## config.mk

```make
export PLATFORM = sky130hd
export DESIGN_NAME = step_phaser
export DESIGN_NICKNAME = d
export VERILOG_FILES = /design/src/rtl/step_phaser.sv
export SDC_FILE = /design/constraint.sdc
export NUM_CORES = 1
export LEC_CHECK = 0
export ABC_AREA = 1
export ABC_CLOCK_PERIOD_IN_PS = 1700
export BUFFER_PORTS_ARGS = -buffer_cell sky130_fd_sc_hd__buf_2
export CAP_MARGIN = 10
export CORE_MARGIN = 3
export CORE_UTILIZATION = 45
export DETAILED_ROUTE_END_ITERATION = 12
export PLACE_DENSITY = 0.63
export SLEW_MARGIN = 20
export SYNTH_ARGS = -nofsm -noshare
export SYNTH_HDL_FRONTEND = slang
export SYNTH_SLANG_ARGS = --single-unit
```

## constraint.sdc

```tcl
create_clock -name clk -period 1.7 [get_ports clk]
set_input_delay 0.17 -clock clk [delete_from_list [all_inputs] [get_ports clk]]
set_output_delay 0.17 -clock clk [all_outputs]
set_load 0.1 [all_outputs]
```

## src/rtl/step_phaser.sv

```systemverilog
module step_phaser #(
  parameter int IVL_W = 16
) (
  input  logic             clk,
  input  logic             rst_n,
  input  logic             enable,
  input  logic             reverse,
  input  logic [IVL_W-1:0] interval,
  output logic [3:0]       phases,
  output logic             step_pulse
);

  logic [1:0]       slot_q;
  logic [IVL_W-1:0] wait_q;
  logic             fire;

  assign fire = enable && (wait_q == '0);

  always_ff @(posedge clk or negedge rst_n) begin
    if (!rst_n) begin
      slot_q     <= 2'd0;
      wait_q     <= '0;
      step_pulse <= 1'b0;
    end else begin
      step_pulse <= fire;
      if (fire) begin
        slot_q <= reverse ? slot_q - 2'd1 : slot_q + 2'd1;
        wait_q <= interval;
      end else if (enable) begin
        wait_q <= wait_q - 1'b1;
      end
    end
  end

  always_comb begin
    case (slot_q)
      2'd0:    phases = 4'b1100;
      2'd1:    phases = 4'b0110;
      2'd2:    phases = 4'b0011;
      default: phases = 4'b1001;
    endcase
  end

endmodule


```

# After elaboration in Yosys (flattened, before gate mapping)

Index checks and enable logic that the tools add are counted.
W data, S select, Z words.

Bits in registers: 19
Latch bits: 0
RAM bits: 0
ROM bits: 0
Bits of input ports: 20
Output and inout bits: 5
Word-level logic and storage cells: 16
Memories: 0

Add/sub/neg operators: 3
$mul: 0
Div/mod/pow operators: 0
Magnitude comparators: 0
Equality and inequality tests: 2
Shifts and indexed selects: 0
Mux-type cells: 4
Bitwise logic cells: 0
Reduce and logical (&&, ||, !) cells: 4

Operators by type and width:

| kind                    | count |
|---|---|
| $mux W16                | 2 |
| $logic_not A16 Y1       | 1 |
| $sub A16 B1 Y16 const B | 1 |
| $pmux W4 S3             | 1 |
| $add A2 B1 Y2 const B   | 1 |
| $eq A2 B1 Y1 const B    | 1 |
| $eq A2 B2 Y1 const B    | 1 |
| $logic_not A2 Y1        | 1 |
| $mux W2                 | 1 |
| $reduce_bool A2 Y1      | 1 |
| $sub A2 B1 Y2 const B   | 1 |
| $logic_and A1 B1 Y1     | 1 |

# Logic depth before layout (Yosys ltp)

Depth in word-level cells: 3
Depth in mapped cells: 9
Depth with buffers taken out: 9

# Worst setup path before layout

No wires, ideal clock.

Path kind: reg2out
From: reg slot_q[0]
To: out phases[3]
Arrival time: 1986 ps
Data required time: 1530 ps
Setup slack: -456 ps
Stages on the path, launching flop included: 4
Path buffers: 0
Cell sequence: dfrtp_1 > inv_1 > ha_1 > inv_1

Word-level cells in the longest chain between the ends: 2
Elaborated cells between the ends (all ways): 4
Classes of those cells: 2 x eq/ne; 1 x mux; 1 x reduce/logical

RTL lines:

| item                                       | RTL line | text |
|---|---|---|
| start: declaration                         | 13       | `logic [1:0] slot_q;` |
| start signal: assignment                   | 27       | `slot_q <= reverse ? slot_q - 2'd1 : slot_q + 2'd1;` |
| $eq A2 B2 Y1, or another cell as far along | 36       | `case (slot_q)` |
| $pmux W4 S3 (*)                            | 36       |  |
| end: declaration                           | 9        | `output logic [3:0] phases,` |

Mark *: on every way between the ends. The rest lies on a longest branch, timed or not.

# Worst setup path after layout

From: reg slot_q[0]
To: out phases[0]

The elaborated chain is that of the path after synthesis.

==> metrics <==
status complete, no violations; largest net degree at the start of global routing 20; CTS sink cnt 19; asr flop ratio synth 100%; #FFs+latches synth 19; hold_sp interval[0]; Synth Warn # 0; upper clock frequency limit 619 MHz; Yosys cell types 24; Residual DRC 0; critical path endpoint category output port; final hold violation count 0; Vias/cell 4.83; Root Buffer clkbuf_4; initial antenna violation count 0; Power Density 1810 nW/um2; Area contributors post-synth dfrtp_1, nand2_1, inv_1; Initial Utilization 47.9%; global-route usage over all layers 19.8%; Max stage delay cell, worst path dfrtp_1; Routed wire per std cell 11.7 um; Post-Syn Area per Cell 6.76 um2; Critical Path Max Stage Delay 410 ps; clock latency on the worst-skew pair 300 ps; CP required 1530 ps; die width 66.3 um; R2R Path Start wait_q[0]$_DFFE_PN0P_; Iter 0 DRT Violations 63; Tightest Pin Transition 492 ps; final net count 304; met2 usage 32.8%; area leader, netlist dfrtp_1; antenna violation net count after detailed routing 0; I/O pin count 25; Syn-to-layout area delta 20.5%; FILL cells 332; Inserted Clock Buffers 3; Final Critical Period 1620 ps; Hold WC Path Type input pin to register; Seq/Total Area, Yosys 29.1%; EDFF count, synth 0; CORE AREA 3420 um2; drt pass-1 iters 4; Slew headroom 67.4%; top-area cell type share of the netlist area 29.1%; crit path DAT 1450 ps; Setup violations, final 0; # Max-Cap Violations 0; Tcrit/Tclk final 95.1%; most used flip-flop cell after synthesis dfrtp_1; syn_nets 268; Clock Skew 8.34 ps; crit path from slot_q[0]$_DFFE_PN0P_; VDD IR-drop max 0.821 mV; leakage power 1.12 nW; GR Layer Usage met3 2.21%; fraction of layout cells with a size suffix above 1 25.6%; crit path max fanout 3; Max Root-Sink Buffers 2; CTS tree built; vias 1,559; TNS Setup 0 ps; post-detail-place hpwl 2.89 mm; Pins Over Slew Limit 0; Placer Congestion 0.824; grt ovf 0; # port buffers 24; post-placement cell area 1850 um2; first-pass GRT wire length 6.76 mm; Cell Chain, Critical Path inv_2, ha_1, or2_2, buf_8; clock-pin slew on the worst setup and hold paths 120 ps; GR Util met1 27.2%; Post-Synthesis Cell Area 1640 um2; Die Ht 66.3 um; overall die area 4390 um2; number of H-tree levels 1; Ant. Diodes 0; RSZ-0062 raised after global routing false; Hold WS 118 ps; Final Cell Area 1970 um2; Syn Inst Count 242; WL final 3.78 mm; vias in the first global route 1,537; Cell Rows 21; GR peak layer met2; Setup Crit Path Kind register to output port; type of origin of the critical path register
## worst max-delay path, delay by kind of cell (launching register included)
| family | cells | cell delay (ps) |
|---|---|---|
| adders and majority gates | 1 | 190 |
| buffers and inverters | 2 | 260 |
| DFF | 1 | 410 |
| and+or+nand+nor | 1 | 290 |
## cells by family (layout without fill, tap and decap cells)
logic type	Yosys count	count (layout)	share of synthesized area (%)
and+or+nand+nor	159	159	50.2
buffers and inverters	46	81	11.4
DFF	19	19	29.1
AOI/OAI and AO/OA	8	8	2.60
adders and majority gates	6	6	4.59
xor gates and xnor gates	4	4	2.14
## sequential cells by signal, summed over array words and instances (netlist names)
register    count
step_pulse      1
wait_q         16
slot_q          2
## per-layer routing
metal	part of all wire (%)	routed length [um]
met5	0	0
met1	49	1870
met4	1.2	44
met3	3.1	117
met2	46	1750
## where the power goes
group          leakage (nW)  total [W]  internal (W)  switching, W
logic                 0.863    0.00247      0.000838       0.00163
registers             0.244   0.000861      0.000625      0.000236
clock network        0.0177   0.000234     0.0000877      0.000146
## layout by cell type (no fill, tap or decap), types with 3 or more instances in the layout
master	Yosys	layout
nand2_1	82	82
inv_1	36	32
buf_2	2	20
nor2_1	19	19
dfrtp_1	19	19
nand4_1	16	16
nand3_1	15	15
buf_4	1	10
inv_2	5	8
nand3_2	8	8
nor2_4	5	5
nand3b_1	5	5
ha_1	6	5
nor2_2	4	4
o21ai_0	4	4
o21ai_1	3	3
clkbuf_4	0	3
## worst paths after layout
kind	to	slack [ps]	cells after the start
min in group asynchronous	wait_q[13]$_DFFE_PN0P_	340	2
hold reg to reg	wait_q[15]$_DFFE_PN0P_	540	2
setup reg to reg	wait_q[11]$_DFFE_PN0P_	190	10
hold / removal	wait_q[0]$_DFFE_PN0P_	120	3
max in group asynchronous	wait_q[6]$_DFFE_PN0P_	1050	2
setup / recovery	phases[0]	80	4
## area by class of cell
cell class / count / area, um2 / share of cell area, %
Clock buffer: 3 / 22.5 / 1.14
Clock inverter: 1 / 5.00 / 0.254
Inverter: 41 / 158 / 8.00
Multi-Input combinational cell: 177 / 986 / 50.0
Sequential cell: 19 / 475 / 24.1
Tap cell: 46 / 57.6 / 2.92
Timing Repair Buffer: 36 / 267 / 13.5
## cell usage after synthesis, types with 3 or more instances
master	number
o21ai_0	4
nand3_1	15
inv_2	5
nand4_1	16
ha_1	6
nand3b_1	5
nor2_4	5
nor2_1	19
nand3_2	8
inv_1	36
o21ai_1	3
dfrtp_1	19
nor2_2	4
nand2_1	82
## timing repair
| item | 4_1_cts | 5_1_grt |
|---|---|---|
| setup endpoints to repair | 3 | 10 |
| setup buffers | 0 | 6 |
| hold buffers | 1 | 0 |
| pin swaps | 0 | 1 |
| endpoints found under the hold margin | 19 | 0 |
| gates resized for setup | 3 | 8 |
## stage by stage
| step | setup WS, ps | total power [W] | std cells | util (%) |
|---|---|---|---|---|
| floorplan | 99.3 | 0.00272 | 242 | - |
| global placement | 144 | 0.00321 | 312 | 54.1 |
| detailed placement | 94.6 | 0.00322 | 312 | 54.1 |
| CTS | 1.85 | 0.00350 | 317 | 55.5 |
| global route | 3.69 | 0.00392 | 323 | 57.7 |
| finish | 83.6 | 0.00356 | 323 | 57.7 |
Power figures use the tool's default switching activity.
